<file path="src/rtl/ualign_pkg.sv">
package ualign_pkg;
  typedef enum logic [2:0] {
    ST_IDLE  = 3'd0,
    ST_RD1   = 3'd1,
    ST_RD2   = 3'd2,
    ST_WAIT  = 3'd3,
    ST_FAULT = 3'd4
  } seq_state_e;

  typedef enum logic {
    SZ_BYTE = 1'b0,
    SZ_WORD = 1'b1
  } ld_size_e;
endpackage

</file>
<file path="src/rtl/ualign_decode.sv">
module ualign_decode #(
  parameter int ADDR_W = 8,
  localparam int WA_W  = ADDR_W - 1
) (
  input  logic [ADDR_W-1:0] addr_i,
  input  logic              size_i,
  input  logic              trap_en_i,
  output logic [WA_W-1:0]   word_addr_o,
  output logic              lane_o,
  output logic              split_o,
  output logic              fault_o
);
  import ualign_pkg::*;

  logic is_word;

  assign is_word     = (ld_size_e'(size_i) == SZ_WORD);
  assign word_addr_o = addr_i[ADDR_W-1:1];
  assign lane_o      = addr_i[0];
  assign split_o     = is_word && addr_i[0] && !trap_en_i;
  assign fault_o     = is_word && addr_i[0] && trap_en_i;
endmodule

</file>
<file path="src/rtl/ualign_seq.sv">
module ualign_seq #(
  parameter int ADDR_W = 8,
  localparam int WA_W  = ADDR_W - 1
) (
  input  logic            clk_i,
  input  logic            rst_ni,
  input  logic            req_valid_i,
  input  logic [WA_W-1:0] word_addr_i,
  input  logic            lane_i,
  input  logic            size_i,
  input  logic            split_i,
  input  logic            fault_i,
  output logic            req_ready_o,
  output logic            mem_req_o,
  output logic [WA_W-1:0] mem_addr_o,
  output logic            cap_first_o,
  output logic            rsp_valid_o,
  output logic            rsp_fault_o,
  output logic            lane_q_o,
  output logic            size_q_o,
  output logic            split_q_o
);
  import ualign_pkg::*;

  seq_state_e      state_q, state_d;
  logic [WA_W-1:0] wa_q;
  logic            lane_q, size_q, split_q;
  logic            accept;

  assign req_ready_o = (state_q == ST_IDLE);
  assign accept      = req_valid_i && req_ready_o;

  always_comb begin
    state_d = state_q;
    unique case (state_q)
      ST_IDLE:  if (accept) state_d = fault_i ? ST_FAULT : ST_RD1;
      ST_RD1:   state_d = split_q ? ST_RD2 : ST_WAIT;
      ST_RD2:   state_d = ST_WAIT;
      ST_WAIT:  state_d = ST_IDLE;
      ST_FAULT: state_d = ST_IDLE;
      default:  state_d = ST_IDLE;
    endcase
  end

  always_ff @(posedge clk_i or negedge rst_ni) begin
    if (!rst_ni) begin
      state_q <= ST_IDLE;
      wa_q    <= '0;
      lane_q  <= 1'b0;
      size_q  <= 1'b0;
      split_q <= 1'b0;
    end else begin
      state_q <= state_d;
      if (accept) begin
        wa_q    <= word_addr_i;
        lane_q  <= lane_i;
        size_q  <= size_i;
        split_q <= split_i;
      end
    end
  end

  // second read: next word, wraps at the top through the width
  assign mem_req_o   = (state_q == ST_RD1) || (state_q == ST_RD2);
  assign mem_addr_o  = (state_q == ST_RD2) ? wa_q + WA_W'(1) : wa_q;
  assign cap_first_o = (state_q == ST_RD2);
  assign rsp_valid_o = (state_q == ST_WAIT) || (state_q == ST_FAULT);
  assign rsp_fault_o = (state_q == ST_FAULT);
  assign lane_q_o    = lane_q;
  assign size_q_o    = size_q;
  assign split_q_o   = split_q;
endmodule

</file>
<file path="src/rtl/ualign_merge.sv">
module ualign_merge #(
  parameter int LANE_W  = 8,
  localparam int DATA_W = 2 * LANE_W
) (
  input  logic              clk_i,
  input  logic              rst_ni,
  input  logic              cap_first_i,
  input  logic              rsp_valid_i,
  input  logic              rsp_fault_i,
  input  logic              lane_i,
  input  logic              size_i,
  input  logic              split_i,
  input  logic [DATA_W-1:0] mem_rdata_i,
  output logic [DATA_W-1:0] rsp_data_o
);
  import ualign_pkg::*;

  logic [LANE_W-1:0] lo_lane, hi_lane, first_hi_q;
  logic [DATA_W-1:0] result;

  assign lo_lane = mem_rdata_i[LANE_W-1:0];
  assign hi_lane = mem_rdata_i[DATA_W-1:LANE_W];

  // upper byte of first word becomes the result's low byte
  always_ff @(posedge clk_i or negedge rst_ni) begin
    if (!rst_ni)          first_hi_q <= '0;
    else if (cap_first_i) first_hi_q <= hi_lane;
  end

  always_comb begin
    if (split_i)                              result = {lo_lane, first_hi_q};
    else if (ld_size_e'(size_i) == SZ_WORD)   result = mem_rdata_i;
    else if (lane_i)                          result = {{LANE_W{1'b0}}, hi_lane};
    else                                      result = {{LANE_W{1'b0}}, lo_lane};
  end

  assign rsp_data_o = (rsp_valid_i && !rsp_fault_i) ? result : '0;
endmodule

</file>
<file path="src/rtl/ualign_load_unit.sv">
module ualign_load_unit #(
  parameter int ADDR_W  = 8,
  parameter int LANE_W  = 8,
  localparam int WA_W   = ADDR_W - 1,
  localparam int DATA_W = 2 * LANE_W
) (
  input  logic              clk_i,
  input  logic              rst_ni,
  input  logic              trap_en_i,
  input  logic              req_valid_i,
  output logic              req_ready_o,
  input  logic [ADDR_W-1:0] req_addr_i,
  input  logic              req_size_i,
  output logic              rsp_valid_o,
  output logic [DATA_W-1:0] rsp_data_o,
  output logic              rsp_fault_o,
  output logic              mem_req_o,
  output logic [WA_W-1:0]   mem_addr_o,
  input  logic [DATA_W-1:0] mem_rdata_i
);
  logic [WA_W-1:0] dec_wa;
  logic            dec_lane, dec_split, dec_fault;
  logic            cap_first, lane_q, size_q, split_q;

  ualign_decode #(.ADDR_W(ADDR_W)) u_decode (
    .addr_i      (req_addr_i),
    .size_i      (req_size_i),
    .trap_en_i   (trap_en_i),
    .word_addr_o (dec_wa),
    .lane_o      (dec_lane),
    .split_o     (dec_split),
    .fault_o     (dec_fault)
  );

  ualign_seq #(.ADDR_W(ADDR_W)) u_seq (
    .clk_i       (clk_i),
    .rst_ni      (rst_ni),
    .req_valid_i (req_valid_i),
    .word_addr_i (dec_wa),
    .lane_i      (dec_lane),
    .size_i      (req_size_i),
    .split_i     (dec_split),
    .fault_i     (dec_fault),
    .req_ready_o (req_ready_o),
    .mem_req_o   (mem_req_o),
    .mem_addr_o  (mem_addr_o),
    .cap_first_o (cap_first),
    .rsp_valid_o (rsp_valid_o),
    .rsp_fault_o (rsp_fault_o),
    .lane_q_o    (lane_q),
    .size_q_o    (size_q),
    .split_q_o   (split_q)
  );

  ualign_merge #(.LANE_W(LANE_W)) u_merge (
    .clk_i       (clk_i),
    .rst_ni      (rst_ni),
    .cap_first_i (cap_first),
    .rsp_valid_i (rsp_valid_o),
    .rsp_fault_i (rsp_fault_o),
    .lane_i      (lane_q),
    .size_i      (size_q),
    .split_i     (split_q),
    .mem_rdata_i (mem_rdata_i),
    .rsp_data_o  (rsp_data_o)
  );
endmodule

</file>
<file path="config.mk">
export PLATFORM = sky130hd
export DESIGN_NAME = ualign_load_unit
export DESIGN_NICKNAME = d
export VERILOG_FILES = /design/src/rtl/ualign_pkg.sv /design/src/rtl/ualign_decode.sv /design/src/rtl/ualign_seq.sv /design/src/rtl/ualign_merge.sv /design/src/rtl/ualign_load_unit.sv
export SDC_FILE = /design/constraint.sdc
export NUM_CORES = 1
export LEC_CHECK = 0
export BUFFER_PORTS_ARGS = -buffer_cell sky130_fd_sc_hd__buf_2
export CAP_MARGIN = 20
export CORE_MARGIN = 3
export CORE_UTILIZATION = 38
export DETAILED_ROUTE_END_ITERATION = 6
export GPL_TIMING_DRIVEN = 1
export PLACE_DENSITY = 0.62
export SLEW_MARGIN = 20
export SYNTH_ARGS = -nofsm -noshare
export SYNTH_HDL_FRONTEND = slang
export SYNTH_SLANG_ARGS = --single-unit
</file>
<file path="constraint.sdc">
create_clock -name clk_i -period 3.6 [get_ports clk_i]
set_input_delay 0.54 -clock clk_i [delete_from_list [all_inputs] [get_ports clk_i]]
set_output_delay 0.54 -clock clk_i [all_outputs]
set_load 0.01 [all_outputs]
</file>
# [Word level (Yosys, flattened, before mapping)]
# Index checks and enable logic that the tools add are counted.
[word_totals] ff_bits=21 in_bits=29 output_inout_bits=27 elab_cells=31
[op_classes] addsub=1 eq_ne=5 muxes=9 reduce_logical=10
[op_table] op="2-to-1 mux 16 bit" count=3
[op_table] op="case mux 3 bit (3 select lines)" count=1
[op_table] op="2-to-1 mux 8 bit" count=1
[op_table] op="adder 7 x 1 -> 7 bit (second input constant)" count=1
[op_table] op="2-to-1 mux 7 bit" count=1
[op_table] op="== test 3 x 2 -> 1 bit (second input constant)" count=2
[op_table] op="2-to-1 mux 3 bit" count=2
[op_table] op="logical AND 1 bit" count=5
[op_table] op="== test 3 x 1 -> 1 bit (second input constant)" count=1
[op_table] op="== test 3 bit (second input constant)" count=1
[op_table] op="zero test 3 bit" count=1
[op_table] op="zero test 1 bit" count=2
[op_table] op="logical OR 1 bit" count=2
[op_table] op="!= test 2 bit (second input constant)" count=1
[op_table] op="2-to-1 mux 1 bit" count=1

# [Logic depth before layout (Yosys ltp)]
[depth] depth_word=5 ltp_mapped=5 depth_no_buf=3

# [By module]
# Synthesis repeated with hierarchy kept, for this count alone.
[hier_totals] hier_cells=141 hier_area_um2=1525.2
[modules_own_cells] mod="ualign_seq" n_inst=1 cells_each=55 area_each_um2=744.5 seq_area_each_um2=325.3
[modules_own_cells] mod="ualign_merge" n_inst=1 cells_each=76 area_each_um2=704.4 seq_area_each_um2=200.2
[modules_own_cells] mod="ualign_decode" n_inst=1 cells_each=10 area_each_um2=76.3 seq_area_each_um2=0.0

# [Least setup slack after synthesis]
# OpenSTA, ideal clock, no wires.
[synth_path] kind="register to output" from="register u_seq.state_q[0]" to="output port mem_addr_o[3]" arrival_ns=1.396 required_time_ns=3.060 path_slack_ns=1.664 path_stages_with_launch=6 path_buffers=2 cell_sequence="dfrtp_1 buf_2 nor3b_4 buf_4 nand4_1 xnor2_1"
[synth_via] elab_chain_cells=2
[synth_rtl] element="start, declared" line="ualign_seq.sv:25" text="seq_state_e state_q, state_d;"
[synth_rtl] element="start signal, assigned" line="ualign_seq.sv:53" text="state_q <= state_d;"
[synth_rtl] element="== test 3 x 2 -> 1 bit" line="ualign_seq.sv:65" text="assign mem_addr_o = (state_q == ST_RD2) ? wa_q + WA_W'(1) : wa_q;"
[synth_rtl] element="2-to-1 mux 7 bit" line="ualign_seq.sv:65"
[synth_rtl] element="end, declared" line="ualign_load_unit.sv:18" text="output logic [WA_W-1:0] mem_addr_o,"
# No other way between the ends.

# [Worst setup path in the final report]
[layout_path] from="register u_seq.split_q, in the netlist u_seq.split_q_o" to="output port rsp_data_o[11]"
[layout_via] elab_chain_cells=2
[layout_rtl] element="start, declared" line="ualign_seq.sv:27" text="logic lane_q, size_q, split_q;"
[layout_rtl] element="start signal, assigned" line="ualign_seq.sv:58" text="split_q <= split_i;"
[layout_rtl] element="2-to-1 mux 16 bit" line="ualign_merge.sv:31" text="if (split_i) result = {lo_lane, first_hi_q};"
[layout_rtl] element="2-to-1 mux 16 bit" line="ualign_merge.sv:37" text="assign rsp_data_o = (rsp_valid_i && !rsp_fault_i) ? result : '0;"
[layout_rtl] element="end, declared" line="ualign_load_unit.sv:15" text="output logic [DATA_W-1:0] rsp_data_o,"
# No other way between the ends.

==> metrics.txt <==
# TYPE chip_impl_metric gauge
chip_impl_metric{name="placement.setup.worst_slack",unit="ns"} 1.38
chip_impl_metric{name="number_of_antenna_violations_at_the_first_check_in_global_routing",unit=""} 0
chip_impl_metric{name="grt.total_usage",unit=""} 0.145
chip_impl_metric{name="postSynthCellCount",unit=""} 133
chip_impl_metric{name="die_w",unit="um"} 65.2
chip_impl_info{name="unrepaired_setup_endpoints_after_global_routing",value="no"} 1
chip_impl_metric{name="vdd_drop_max",unit="uV"} 462
chip_impl_metric{name="initialDrtViolationCount",unit=""} 37
chip_impl_metric{name="max_clock_freq",unit="MHz"} 395
chip_impl_metric{name="cp_num_cells",unit=""} 4
chip_impl_info{name="outcome",value="complete, no violations"} 1
chip_impl_metric{name="path_buf_inv",unit=""} 1
chip_impl_metric{name="rows",unit=""} 20
chip_impl_metric{name="dp_hpwl",unit="um"} 2240
chip_impl_metric{name="holdBufCountCts",unit=""} 0
chip_impl_metric{name="numCtsBuffers",unit=""} 3
chip_impl_metric{name="min_period",unit="ns"} 2.53
chip_impl_info{name="cp_cell_sequence",value="nor2b_1 > a22oi_1 > nor2_1 > buf_2"} 1
chip_impl_metric{name="htreeDepth",unit=""} 1
chip_impl_metric{name="worst_path_largest_cell_delay",unit="ns"} 0.69
chip_impl_metric{name="flow.area_growth_from_synthesis",unit="%"} 23.4
chip_impl_metric{name="max_slew.worst_pin.slew",unit="ns"} 0.799
chip_impl_metric{name="grt_start_max_net_pins",unit=""} 29
chip_impl_metric{name="dp.cells",unit=""} 222
chip_impl_metric{name="post_synth_instance_area",unit="um^2"} 1330
chip_impl_metric{name="floorplan.core_area",unit="um^2"} 3200
chip_impl_metric{name="starting_utilization_of_the_core_area",unit=""} 0.415
chip_impl_metric{name="postCtsSetupRepairBufs",unit=""} 0
chip_impl_metric{name="max-clock-path-buffers",unit=""} 2
chip_impl_metric{name="timing.clock.skew",unit="ns"} 0.00153
chip_impl_metric{name="hold_viol_final",unit=""} 0
chip_impl_metric{name="maxCapViolations",unit=""} 0
chip_impl_info{name="worst_setup_path_start_kind",value="flop"} 1
chip_impl_metric{name="slew_headroom",unit=""} 0.467
chip_impl_metric{name="postSynthRegisterBits",unit=""} 21
chip_impl_info{name="ys_top_cells_by_area",value="sky130_fd_sc_hd__dfrtp_1 (40%), sky130_fd_sc_hd__mux2_2 (23%), sky130_fd_sc_hd__o21a_1 (4.5%)"} 1
chip_impl_metric{name="ys_seq_area_frac",unit=""} 0.395
chip_impl_metric{name="antenna_violating_nets_post_route",unit=""} 0
chip_impl_info{name="clock-root-buffer",value="sky130_fd_sc_hd__clkbuf_4"} 1
chip_impl_metric{name="remaining_drc_errors",unit=""} 0
chip_impl_metric{name="post_synth_num_cell_types",unit=""} 25
chip_impl_info{name="path_delay_family",value="simple AND/OR/NAND/NOR gates"} 1
chip_impl_metric{name="crit_required",unit="ns"} 3.06
chip_impl_info{name="criticalPathCategory",value="flop to primary output"} 1
chip_impl_metric{name="vias_in_the_first_global_route",unit=""} 1119
chip_impl_metric{name="worst-r2r-cell-count",unit=""} 3
chip_impl_metric{name="first_pass_iteration_count_of_the_detailed_router",unit=""} 4
chip_impl_metric{name="io_pins",unit=""} 56
chip_impl_metric{name="die_area",unit="um^2"} 4250
chip_impl_metric{name="cp_data_arrival_time",unit="ns"} 1.99
chip_impl_metric{name="timing.final.max_slew_violations",unit=""} 0
chip_impl_metric{name="avgSynthCellArea",unit="um^2"} 10.0
chip_impl_info{name="r2r_start",value="u_seq.state_q[0]"} 1
chip_impl_info{name="holdCritPathClass",value="primary input to asynchronous set/reset pin"} 1
chip_impl_metric{name="postSynthNetCount",unit=""} 163
chip_impl_metric{name="synth_enable_flop_cells",unit=""} 0
chip_impl_metric{name="cts.sink_count",unit=""} 21
chip_impl_metric{name="routed_wire_length_per_instance",unit="um"} 12.9
chip_impl_metric{name="setup_violations",unit=""} 0
chip_impl_metric{name="first_pass_grt_wire_length",unit="um"} 4850
chip_impl_metric{name="chipHeight",unit="um"} 65.2
chip_impl_info{name="post-synth-top-area-cell",value="sky130_fd_sc_hd__dfrtp_1"} 1
chip_impl_metric{name="clock_insertion_delay_worst_skew",unit="ns"} 0.30
chip_impl_metric{name="p_leak",unit="nW"} 0.799
chip_impl_metric{name="post-route-worst-setup-slack",unit="ns"} 1.07
chip_impl_metric{name="route.detailed.vias_per_inst",unit=""} 5.02
chip_impl_metric{name="summed_negative_setup_slack_over_all_endpoints",unit="ns"} 0
chip_impl_metric{name="antennaDiodeCount",unit=""} 0
chip_impl_metric{name="r2r_setup_slack",unit="ns"} 1.91
chip_impl_info{name="tritoncts",value="done"} 1
chip_impl_metric{name="weighted_congestion_reported_at_the_end_of_routability_driven_placement",unit=""} 0.700
chip_impl_metric{name="global_route.overflow_total",unit=""} 0
chip_impl_info{name="critical_path_cell_with_the_highest_stage_delay",value="sky130_fd_sc_hd__dfrtp_1"} 1
chip_impl_metric{name="io_buffers",unit=""} 55
chip_impl_metric{name="power_density",unit="nW/um^2"} 836
chip_impl_metric{name="synth-async-reset-ratio",unit=""} 1.00
chip_impl_metric{name="post_layout_nonfiller_instances",unit=""} 226
chip_impl_metric{name="drt_wl_total",unit="um"} 2920
chip_impl_metric{name="worst_setup_hold_path_clk_slew",unit="ns"} 0.11
chip_impl_metric{name="yosysWarningCount",unit=""} 0
chip_impl_metric{name="cts_resized",unit=""} 0
chip_impl_metric{name="tcrit_tclk_final",unit=""} 0.704
chip_impl_info{name="critical_path.endpoint_type",value="primary output"} 1
chip_impl_metric{name="fin_util",unit=""} 0.513
chip_impl_metric{name="num_vias",unit=""} 1135
chip_impl_info{name="synth_flop_cell",value="sky130_fd_sc_hd__dfrtp_1"} 1
chip_impl_info{name="timing.rr.end",value="u_seq.wa_q[3]"} 1
chip_impl_metric{name="final_net_count",unit=""} 213
chip_impl_metric{name="proportion_of_layout_cells_with_a_drive_suffix_above_1",unit=""} 0.478
chip_impl_metric{name="worst-path-max-fanout",unit=""} 28
chip_impl_metric{name="hold_ws",unit="ns"} 0.175
chip_impl_metric{name="yosys.area.top_type_share",unit=""} 0.395
layout by cell type (no fill, tap or decap), types with 2 or more instances in the layout:
master	instances
sky130_fd_sc_hd__a22oi_1	7
sky130_fd_sc_hd__nand3_1	2
sky130_fd_sc_hd__nand3b_1	2
sky130_fd_sc_hd__nor2_1	13
sky130_fd_sc_hd__nand2b_1	2
sky130_fd_sc_hd__clkbuf_4	3
sky130_fd_sc_hd__nand2_1	5
sky130_fd_sc_hd__buf_2	55
sky130_fd_sc_hd__inv_1	8
sky130_fd_sc_hd__nand4_1	4
sky130_fd_sc_hd__o21a_1	8
sky130_fd_sc_hd__a21oi_1	9
sky130_fd_sc_hd__dfrtp_1	21
sky130_fd_sc_hd__xnor2_1	6
sky130_fd_sc_hd__mux2_2	27
synthesized netlist by cell type (2+ instances only):
| cell type | number |
|---|---|
| sky130_fd_sc_hd__a22oi_1 | 7 |
| sky130_fd_sc_hd__nand2_1 | 5 |
| sky130_fd_sc_hd__nand3b_1 | 2 |
| sky130_fd_sc_hd__clkbuf_1 | 6 |
| sky130_fd_sc_hd__nand4_1 | 4 |
| sky130_fd_sc_hd__nor2_1 | 13 |
| sky130_fd_sc_hd__nand3_1 | 2 |
| sky130_fd_sc_hd__dfrtp_1 | 21 |
| sky130_fd_sc_hd__o21a_1 | 8 |
| sky130_fd_sc_hd__xnor2_1 | 6 |
| sky130_fd_sc_hd__a21oi_1 | 9 |
| sky130_fd_sc_hd__nand2b_1 | 2 |
| sky130_fd_sc_hd__inv_1 | 8 |
| sky130_fd_sc_hd__buf_2 | 3 |
| sky130_fd_sc_hd__mux2_2 | 27 |
report_power, final:
group / total [W] / switching, W / internal [W]
clock network: 0.000112 / 0.0000690 / 0.0000432
logic: 0.000771 / 0.000369 / 0.000402
registers: 0.000489 / 0.000137 / 0.000352
worst register-to-register path: stages, from the launching register on:
cell and delay [ns]:
sky130_fd_sc_hd__dfrtp_1 0.49, sky130_fd_sc_hd__nor3_2 0.25, sky130_fd_sc_hd__and2_1 0.45, sky130_fd_sc_hd__mux2_2 0.39
state kept, by name, summed over array words and instances, names as in the netlist:
name and flops:
u_merge.first_hi_q 8, u_seq.wa_q 7, u_seq.state_q 3, u_seq.lane_q_o 1
u_seq.size_q_o 1, u_seq.split_q_o 1
per-layer routing:
metal  GRT usage  vias to the layer above  routed length [um]
met2       0.253                       49                1370
met1       0.170                      521                1250
li1            -                      561                   -
met4      0.0544                        0                  27
met3      0.0376                        4                 267
met5           0                        -                   0
how the worst max path moves through the flow:
| stage | start | endpoint | slack, ns |
|---|---|---|---|
| 4_1_cts | u_seq.state_q[0] | mem_addr_o[1] | 1.02 |
| 3_3_place_gp | u_seq.state_q[0] | mem_addr_o[1] | 1.43 |
| 2_1_floorplan | u_seq.state_q[0] | mem_addr_o[3] | 1.66 |
| 6_report | u_seq.split_q_o | rsp_data_o[11] | 1.07 |
| 5_1_grt | u_seq.state_q[2] | rsp_data_o[2] | 0.82 |
| 3_5_place_dp | u_seq.state_q[0] | mem_addr_o[1] | 1.38 |
kinds of logic after synthesis:
family,count (synthesis),synth area share
muxes,27,0.229
DFF,21,0.395
adders and majority gates,1,0.00941
xor gates and xnor gates,7,0.0461
buffers and inverters,18,0.0564
AOI/OAI and AO/OA,24,0.119
and+or+nand+nor,35,0.146
metrics by stage:
stage	area [um^2]	total power [W]
floorplan	1330	0.00105
global placement	1620	0.00125
detailed placement	1620	0.00127
CTS	1640	0.00139
global route	1640	0.00151
finish	1640	0.00137
area by class of cell:
class                           count  area, um^2
Clock buffer                        4        26.3
Tap cell                           44        55.1
Multi-Input combinational cell     94         729
Inverter                            8        30.0
Fill cell                         322        1560
Timing Repair Buffer               55         275
Sequential cell                    21         526
Power figures use the tool's default switching activity.
